$ cat config.mk
export PLATFORM = sky130hd
export DESIGN_NAME = per_meter
export DESIGN_NICKNAME = d
export VERILOG_FILES = /design/src/rtl/per_pkg.sv /design/src/rtl/per_ctrl.sv /design/src/rtl/per_datapath.sv /design/src/rtl/per_meter.sv
export SDC_FILE = /design/constraint.sdc
export NUM_CORES = 1
export LEC_CHECK = 0
export ABC_AREA = 1
export CAP_MARGIN = 20
export CORE_MARGIN = 1.5
export CORE_UTILIZATION = 55
export DETAILED_ROUTE_END_ITERATION = 10
export GPL_TIMING_DRIVEN = 0
export PLACE_DENSITY = 0.78
export REMOVE_ABC_BUFFERS = 1
export SLEW_MARGIN = 10
export SYNTH_ARGS = -nofsm -noshare
export SYNTH_HDL_FRONTEND = slang
export SYNTH_SLANG_ARGS = --single-unit
$ cat constraint.sdc
create_clock -name clk -period 4.7 [get_ports clk]
set_clock_uncertainty 0.15 [all_clocks]
set_input_delay 0.94 -clock clk [delete_from_list [all_inputs] [get_ports clk]]
set_output_delay 0.94 -clock clk [all_outputs]
set_load 0.03 [all_outputs]
$ cat src/rtl/per_pkg.sv
package per_pkg;
  localparam logic [7:0] ADDR_CTRL   = 8'h10;
  localparam logic [7:0] ADDR_RES0   = 8'h11;
  localparam logic [7:0] ADDR_RES1   = 8'h12;
  localparam logic [7:0] ADDR_RES2   = 8'h13;
  localparam logic [7:0] ADDR_STATUS = 8'h14;
  localparam int         RES_W       = 24;

  typedef enum logic [1:0] {
    ST_IDLE = 2'd0,
    ST_RUN  = 2'd1,
    ST_DONE = 2'd2
  } perState_e;

  typedef struct packed {
    logic clear;   // zero both counters
    logic load;    // capture a new budget
    logic count;   // a packet is accepted this cycle
  } perStrobes_t;
endpackage

$ cat src/rtl/per_ctrl.sv
module per_ctrl
  import per_pkg::*;
(
  input  logic        clk,
  input  logic        rstN,
  input  logic        pktStrobe,
  input  logic        linkUp,
  input  logic        regWrEn,
  input  logic [7:0]  regAddr,
  input  logic [7:0]  regWrData,
  input  logic        lastPkt,
  output perStrobes_t strb,
  output logic        done
);
  perState_e state, stateNext;
  logic      ctrlWr;
  logic      startReq;

  assign ctrlWr   = regWrEn && (regAddr == ADDR_CTRL);
  assign startReq = ctrlWr && (regWrData != 8'h00);

  always_comb begin
    strb.clear = ctrlWr;
    strb.load  = startReq;
    strb.count = (state == ST_RUN) && pktStrobe && linkUp && !ctrlWr;
  end

  always_comb begin
    stateNext = state;
    if (ctrlWr) begin
      stateNext = startReq ? ST_RUN : ST_IDLE;
    end else if (strb.count && lastPkt) begin
      stateNext = ST_DONE;
    end
  end

  always_ff @(posedge clk or negedge rstN) begin
    if (!rstN) state <= ST_IDLE;
    else       state <= stateNext;
  end

  assign done = (state == ST_DONE);
endmodule

$ cat src/rtl/per_datapath.sv
module per_datapath
  import per_pkg::*;
#(
  parameter int UNIT_LOG2 = 16,
  parameter int ERR_W     = 24,
  localparam int CNT_W    = 8 + UNIT_LOG2
)(
  input  logic             clk,
  input  logic             rstN,
  input  perStrobes_t      strb,
  input  logic             pktErr,
  input  logic [7:0]       regWrData,
  input  logic [7:0]       regAddr,
  input  logic             done,
  input  logic             linkUp,
  output logic             lastPkt,
  output logic [CNT_W-1:0] pktCnt,
  output logic [ERR_W-1:0] errCnt,
  output logic [7:0]       regRdData
);
  localparam logic [ERR_W-1:0] ERR_MAX = '1;

  logic [CNT_W-1:0] target;
  logic [CNT_W-1:0] pktNext;
  logic [RES_W-1:0] errWide;

  assign pktNext = pktCnt + 1'b1;
  assign lastPkt = (pktNext == target);

  always_ff @(posedge clk or negedge rstN) begin
    if (!rstN) begin
      pktCnt <= '0;
      errCnt <= '0;
      target <= '0;
    end else if (strb.clear) begin
      pktCnt <= '0;
      errCnt <= '0;
      if (strb.load) target <= {regWrData, {UNIT_LOG2{1'b0}}};
    end else if (strb.count) begin
      pktCnt <= pktNext;
      if (pktErr && (errCnt != ERR_MAX)) errCnt <= errCnt + 1'b1;
    end
  end

  assign errWide = RES_W'(errCnt);

  always_comb begin
    case (regAddr)
      ADDR_RES0:   regRdData = errWide[7:0];
      ADDR_RES1:   regRdData = errWide[15:8];
      ADDR_RES2:   regRdData = errWide[23:16];
      ADDR_STATUS: regRdData = {6'b0, linkUp, done};
      default:     regRdData = 8'h00;
    endcase
  end
endmodule

$ cat src/rtl/per_meter.sv
module per_meter
  import per_pkg::*;
#(
  parameter int UNIT_LOG2 = 16,
  parameter int ERR_W     = 24,
  localparam int CNT_W    = 8 + UNIT_LOG2
)(
  input  logic       clk,
  input  logic       rstN,
  input  logic       pktStrobe,
  input  logic       pktErr,
  input  logic       linkUp,
  input  logic       regWrEn,
  input  logic [7:0] regAddr,
  input  logic [7:0] regWrData,
  output logic [7:0] regRdData
);
  perStrobes_t      strb;
  logic             done;
  logic             lastPkt;
  logic [CNT_W-1:0] pktCnt;
  logic [ERR_W-1:0] errCnt;

  per_ctrl u_ctrl (
    .clk(clk), .rstN(rstN), .pktStrobe(pktStrobe), .linkUp(linkUp),
    .regWrEn(regWrEn), .regAddr(regAddr), .regWrData(regWrData),
    .lastPkt(lastPkt), .strb(strb), .done(done)
  );

  per_datapath #(.UNIT_LOG2(UNIT_LOG2), .ERR_W(ERR_W)) u_dp (
    .clk(clk), .rstN(rstN), .strb(strb), .pktErr(pktErr),
    .regWrData(regWrData), .regAddr(regAddr), .done(done), .linkUp(linkUp),
    .lastPkt(lastPkt), .pktCnt(pktCnt), .errCnt(errCnt), .regRdData(regRdData)
  );
endmodule

**After elaboration in Yosys (flattened, before gate mapping)**

Cells that the tools add are included.

- Register bits after elaboration: 58
- Word-level logic and storage cells: 38

- Reduce and logical (&&, ||, !) cells: 14
- Equality and inequality tests: 9
- $add $sub $neg: 2
- Muxes and demuxes: 9

Operators by type and width:

| kind | number |
|---|---|
| two-way mux 24 bit | 5 |
| adder 24 x 1 -> 24 bit, second input constant | 2 |
| == test 8 x 5 -> 1 bit, second input constant | 5 |
| one-hot mux 8 bit (4 select lines) | 1 |
| == test 24 bit | 1 |
| inequality test 24 bit, second input constant | 1 |
| nonzero test 8 bit | 1 |
| logical AND 1 bit | 7 |
| nonzero test 2 bit | 3 |
| two-way mux 2 bit | 2 |
| AND reduction 2 bit | 2 |
| == test 2 x 1 -> 1 bit, second input constant | 1 |
| == test 2 bit, second input constant | 1 |
| logical NOT 1 bit | 1 |
| two-way mux 1 bit | 1 |

**Longest topological paths before layout**

Gate-level depths: netlist of run 1.

- Depth after elaboration: 7
- Gate-level depth with buffers: 14
- Depth with buffers taken out: 14

**By module**

Synthesis of run 1 repeated with hierarchy kept, for this count alone.

- Cells, all modules: 589
- Area total of the unflattened synthesis: 4107.7 um2

Modules (own cells, without submodules):

| module | seq. area each (um2) | area an instance (um2) | cells an instance | instances |
|---|---|---|---|---|
| per_datapath | 1401.3 | 3888.7 | 551 | 1 |
| per_ctrl | 50.0 | 219.0 | 38 | 1 |

**Least setup slack after synthesis of run 1**

No wires, ideal clock.

- Kind: input port to output port
- Start point: input port regAddr[5]
- End point: output port regRdData[7]
- Setup slack: 1.264 ns
- Buffers on the path: 0
- Arrival time: 2.346 ns
- Cell stages on the path: 7
- Data required time: 3.610 ns
- Cell sequence: nor2_1 nand3_1 nor2_1 inv_1 nor2_1 inv_1 o21ai_0

- Longest elaborated chain between the ends: 2
- Elaborated cells between the ends (all ways): 5

RTL lines:

| what | RTL line | text |
|---|---|---|
| start: declaration | per_meter.sv:14 | `input logic [7:0] regAddr,` |
| == test 8 x 5 -> 1 bit | per_datapath.sv:48 | `case (regAddr)` |
| one-hot mux 8 bit (4 select lines) (*) | per_datapath.sv:48 |  |
| end: declaration | per_meter.sv:16 | `output logic [7:0] regRdData` |

Every way passes the cells marked *; elsewhere a longest branch is shown, timed or not.

**Final worst setup path of run 1**

- Start point: input port regAddr[4]
- End point: output port regRdData[2]

The elaborated chain is that of the path after synthesis.

==> run metrics, run 1 <==
area added between synthesis and finish=13.65%; Syn Std Cell Area=approximately 3900 µm²; layout cells sized above 1=0.05008; cell taking the most area after synthesis=dfrtp_1; CTS Buffer Depth=2; CTS resizes=0; Max-Cap Viols=0; TritonCTS clock tree=done; Yosys top cell area share=0.3708; postcts setup bufs=0; CP startpoint kind=input pin; Antenna Cells=0; slew at the pin with the worst max-slew slack=roughly 880 ps; pin count of the biggest net entering global routing=59; vias in the first global route=approximately 3,400; RSZ-0062 raised after global routing=false; core area=6832 µm²; Most used DFF post-synth=dfrtp_1; top cells by area, synth=dfrtp_1 (37%), nand2_1 (16%), inv_1 (7.2%); fraction of the yosys area taken by sequential cells=0.3708; # setup viols final=0; Yosys reg bits=58; grt ovf=0; clk slew on worst S/H paths=70 ps; status=complete, no violations; Die Wd=87.36 µm; RD Place Congestion=0.9157; first-pass GRT wire length=16,380 µm; DRT Pass-1 Iters=5; Nets=about 600; Tcrit/Tclk final=0.9509; Hold Fails Final Rpt=0; Max VDD drop=224.7 µV; htree depth=3; # rows=30; port bufs=29; synthesis warning total=0; Synth async-reset ratio=1.000; Rel. slew slack=0.4122; initial drt markers=roughly 230; worst path arrival time=3380 ps; Cells after Synth=567; I/O pin count=30; DRC viols=0; Clock Latency Late Sink=340 ps; WHS=352.8 ps; kind of end point of the critical path=primary output; Fillers=641; total routed wirelength=9878 µm; clock sink total=58; Fmax=223.8 MHz; Die H=a little under 90 µm; HP Class=reg -> reg; via count=3,835; gr usage total=0.2793; critical path required time=3610 ps; initial antenna violation count=0; Max Slew Vio Count=0; total CTS buffers=9; dpl hpwl=7341 µm; crit path max fanout=5; leakage=1.988 nW; antenna viol nets, final=0; CTS root buf=clkbuf_8; Synth cell types=38; initial core utilization=0.5729; number of flops mapped to enable cells by yosys=0; Crit Path Category=in -> out; vias per cell=5.518; die area=~7600 µm²; TNS Setup=0 ps; CTS Hold Bufs=0; pwr dens=369.9 nW/µm²; Final min period=roughly 4500 ps; Wirelength per Cell=14.21 µm; syn_area_per_cell=just under 7 µm²
-- cells in the mapped netlist, drive strengths merged (5+ instances only) --
cell	n
a21oi	6
dfrtp	58
xor2	17
o221ai	5
nor3	13
o21ai	23
o22ai	14
clkbuf	5
o31ai	14
nor2	70
xnor2	6
buf	8
nand3	49
nand4	14
nor4	6
nand2	168
inv	76
-- final timing paths --
kind / to / cells after the start / slack (ps) / start
setup / recovery: regRdData[2] / 8 / 230 / regAddr[4]
hold / removal: u_dp.errCnt[23] / 2 / 350 / u_dp.errCnt[23]
setup reg to reg: u_dp.pktCnt[11] / 5 / 2070 / u_ctrl.state[1]
hold reg to reg: u_dp.errCnt[23] / 2 / 350 / u_dp.errCnt[23]
max in group asynchronous: u_dp.pktCnt[13] / 1 / 3400 / rstN
min in group asynchronous: u_dp.pktCnt[4] / 1 / 490 / rstN
-- per-layer routing --
layer,global-route usage,routed length [µm],vias up
met5,0,0,-
met4,0.1126,106,0
met3,0.05213,588,10
met2,0.4021,4389,113
met1,0.4113,4793,1790
li1,-,-,1922
-- critical path, stage by stage --
cell and delay [ps]:
clkdlybuf4s50_1 450, inv_1 30, nor2_1 110, nand3_1 150, nor3_1 550, inv_1 190, o221ai_1 250, clkdlybuf4s50_1 710
-- cells in the final DEF, fill, tap and decap left out, drive strengths merged, types with 2 or more instances in the layout --
master and count:
xor2 17, nor3 13, nor2 70, o21ai 23, nand2 168, nand3b 4
ha 2, nor3b 2, a21oi 6, nand4 14, clkinv 3, nor4 6
clkdlybuf4s50 28, nand3 49, o22ai 14, o221ai 5, o31ai 14, xnor2 6
clkbuf 11, inv 76, dfrtp 58
-- flip-flops by register name, indices dropped and copies added (netlist names) --
name / cells
u_dp.errCnt: 24
u_dp.pktCnt: 24
u_dp.target: 8
u_ctrl.state: 2
-- metrics by stage --
stage / cell area, µm² / instances / power [mW] / utilization / worst slack [ps]
finish: 4448 / 695 / 1.645 / 0.6511 / 230.7
global route: 4448 / 695 / 1.753 / 0.6511 / 159.6
CTS: 4448 / 695 / 1.645 / 0.6511 / 266.5
detailed placement: 4244 / 679 / 1.168 / 0.6212 / 276.6
global placement: 4247 / 679 / 1.144 / 0.6216 / 259.4
floorplan: 3836 / 554 / 1.036 / - / 1264
-- where the power goes --
part	switching, mW	total (mW)	leakage [nW]	internal [mW]
clock	0.204	0.475	0.105	0.271
combinational	0.290	0.461	1.18	0.171
sequential	0.110	0.709	0.698	0.599
total	0.605	1.65	1.99	1.04
-- logic make-up after synthesis --
family | share of synthesized area
AND/OR/NAND/NOR | 0.3661
adder cells (fa/ha/maj) | 0.006393
flip-flops | 0.3708
AO/OA/AOI/OAI | 0.1119
XOR/XNOR | 0.05147
buffers and inverters | 0.09335
-- final cells by class --
cell class / instances / area, µm² / share of cell area
multi-input cells: 420 / 2097 / 0.4714
flip-flops and latches: 58 / 1451 / 0.3263
repair buffers: 29 / 287.8 / 0.06470
inverters: 76 / 287.8 / 0.06470
clock buffers: 11 / 151.4 / 0.03404
well taps: 96 / 120.1 / 0.02700
clock inverters: 5 / 52.55 / 0.01181
Note: power is estimated with default switching activity, not from simulation.
==> run 2: changes to the inputs <==
CORE_ASPECT_RATIO = 1.4   (was not set)
CORE_UTILIZATION = 34   (was 55)
HOLD_SLACK_MARGIN = 0.15   (was not set)
PLACE_DENSITY = 0.53   (was 0.78)
==> run metrics, run 2 (synthesized netlist as in run 1, its figures left out) <==
Max-Cap Viols=0 (unchanged); layout cells sized above 1=0.04515 (was 0.05008); CP top delay family=buffers and inverters (unchanged); Final Non-Filler Cells=742 (was 695); status=complete, no violations (unchanged); slew at the pin with the worst max-slew slack=938.6 ps (was 878.5 ps); crit path max fanout=5 (unchanged); Reg-to-Reg End=u_ctrl.state[0] (was u_dp.pktCnt[11]); worst path arrival time=3400 ps (was 3380 ps); CTS resizes=0 (unchanged); biggest regs=u_dp.errCnt: 24 flops, u_dp.pktCnt: 24 flops, u_dp.target: 8 flops (unchanged); first-pass GRT wire length=18,690 µm (was 16,380 µm); Clock Latency Late Sink=330 ps (was 340 ps); critical path required time=3610 ps (about the same); Die H=129.9 µm (was 87.36 µm); postcts setup bufs=0 (unchanged); critical path's largest stage delay=710 ps (about the same); hold path endpoint=u_dp.errCnt[23] (unchanged); Slowest cell on crit path=clkdlybuf4s50_1 (unchanged); grt ovf=0 (unchanged); clock sink total=58 (unchanged); Fmax=222.5 MHz (was 223.8 MHz); total CTS buffers=9 (unchanged); R2R setup slack=2030 ps (was 2070 ps); via count=3,817 (was 3,835); vias per cell=5.144 (was 5.518); htree depth=3 (unchanged); initial core utilization=0.3469 (was 0.5729); hold_sp=u_dp.errCnt[23] (unchanged); Max VDD drop=170.7 µV (was 224.7 µV); gr usage total=0.2029 (was 0.2793); CP startpoint kind=input pin (unchanged); RR Startpoint=u_ctrl.state[1] (unchanged); antenna viol nets, final=0 (unchanged); Nets=618 (unchanged); Crit Path Category=in -> out (unchanged); Wirelength per Cell=15.23 µm (was 14.21 µm); pin count of the biggest net entering global routing=59 (unchanged); placed insts=727 (was 679); DRC viols=0 (unchanged); core area=11,280 µm² (was 6832 µm²); total routed wirelength=11,300 µm (was 9878 µm); TNS Setup=0 ps (unchanged); HP Class=reg -> reg (unchanged); kind of end point of the critical path=primary output (unchanged); vias in the first global route=3,791 (was 3,429); Hold Path Depth=2 (unchanged); # rows=46 (was 30); dpl hpwl=8499 µm (was 7341 µm); Final min period=4495 ps (was 4469 ps); initial antenna violation count=0 (unchanged); CTS Hold Bufs=0 (unchanged); area added between synthesis and finish=17.30% (was 13.65%); Fillers=1,204 (was 641); leakage=2.025 nW (was 1.988 nW); Antenna Cells=0 (unchanged); cell chain of the critical path=clkdlybuf4s50_1 > inv_1 > nor2_1 > nand3_1 > nor3_1 > inv_1 > o221ai_1 > clkdlybuf4s50_1 (unchanged); clk slew on worst S/H paths=50 ps (was 70 ps); Die Wd=93.68 µm (was 87.36 µm); Max Slew Vio Count=0 (unchanged); die area=12,170 µm² (was 7631 µm²); Rel. slew slack=0.3719 (was 0.4122); # setup viols final=0 (unchanged); RSZ-0062 raised after global routing=false (unchanged); I/O pin count=30 (unchanged); Hold Fails Final Rpt=0 (unchanged); DRT Pass-1 Iters=5 (unchanged); TritonCTS clock tree=done (unchanged); Worst R2R Path Depth=10 (was 5); Buf/Inv on CP=4 (unchanged); port bufs=29 (unchanged); Tcrit/Tclk final=0.9563 (was 0.9509); RD Place Congestion=0.9412 (was 0.9157); pwr dens=395.2 nW/µm² (was 369.9 nW/µm²); CTS Buffer Depth=2 (unchanged); initial drt markers=190 (was 229); commonest non-fill, non-tap cell in the layout=nand2_1 (unchanged); most frequent cells in the layout=nand2_1 (166), inv_1 (75), nor2_1 (65) (unchanged); CTS root buf=clkbuf_16 (was clkbuf_8)
run 2: cell types whose count changed in the layout (fill, tap and decap cells not counted), sizes merged:
| cell | before | now |
|---|---|---|
| clkbuf | 11 | 12 |
| clkinv | 3 | 2 |
| clkinvlp | 1 | 0 |
run 2: worst max path at each step:
stage               startpoint            to  slack, ps  cells after the start
detailed placement  regAddr[4]  regRdData[1]        210                      8
finish              regAddr[4]  regRdData[2]        210                      8
CTS                 regAddr[4]  regRdData[1]        200                      8
global placement    regAddr[4]  regRdData[1]        190                      8
floorplan           regAddr[5]  regRdData[7]       1260                      7
global route        regAddr[4]  regRdData[2]         10                      8
run 2: report_power, final:
group | internal (mW) | switching [mW] | leakage, nW
Sequential | 0.600 | 0.109 | 0.698
Clock | 0.420 | 0.228 | 0.142
Combinational | 0.171 | 0.286 | 1.18
run 2: area by class of cell:
type / instances / area (µm²) / area share
Multi-Input combinational cell: 420 / 2097 / 0.4568
Sequential cell: 58 / 1451 / 0.3162
Timing Repair Buffer: 29 / 287.8 / 0.06269
Inverter: 76 / 287.8 / 0.06269
Clock buffer: 12 / 246.5 / 0.05369
Tap cell: 144 / 180.2 / 0.03925
Clock inverter: 3 / 40.04 / 0.008722
run 2: worst reg2reg max path, stage by stage, from the launching register on:
cell and delay (ps):
dfrtp_1 400, nor2_1 150, nand3_1 200, nor2_1 780
nand3_1 180, nor2_1 140, nand2_1 60, nor2_1 130
nand3_1 150, o21bai_1 150, nand2_1 60
run 2: layer usage:
layer,track usage,part of all wire,vias to the layer above
li1,-,-,1912
met4,0.1062,0.039,0
met2,0.3704,0.52,100
met3,0.03438,0.038,30
met5,0,0,-
met1,0.2229,0.40,1775
run 2: stage by stage:
step | power [mW] | setup slack (ps) | instance area, µm² | hold WS, ps | utilization
after detailed placement | 1.174 | 211.2 | 4304 | 331.3 | 0.3815
final | 1.814 | 205.3 | 4591 | 340.1 | 0.4069
after global placement | 1.162 | 193.0 | 4307 | 320.8 | 0.3818
after global routing | 1.948 | 14.41 | 4591 | 367.8 | 0.4069
after floorplan | 1.036 | 1264 | 3836 | 301.7 | -
after CTS | 1.829 | 195.4 | 4591 | 343.5 | 0.4069
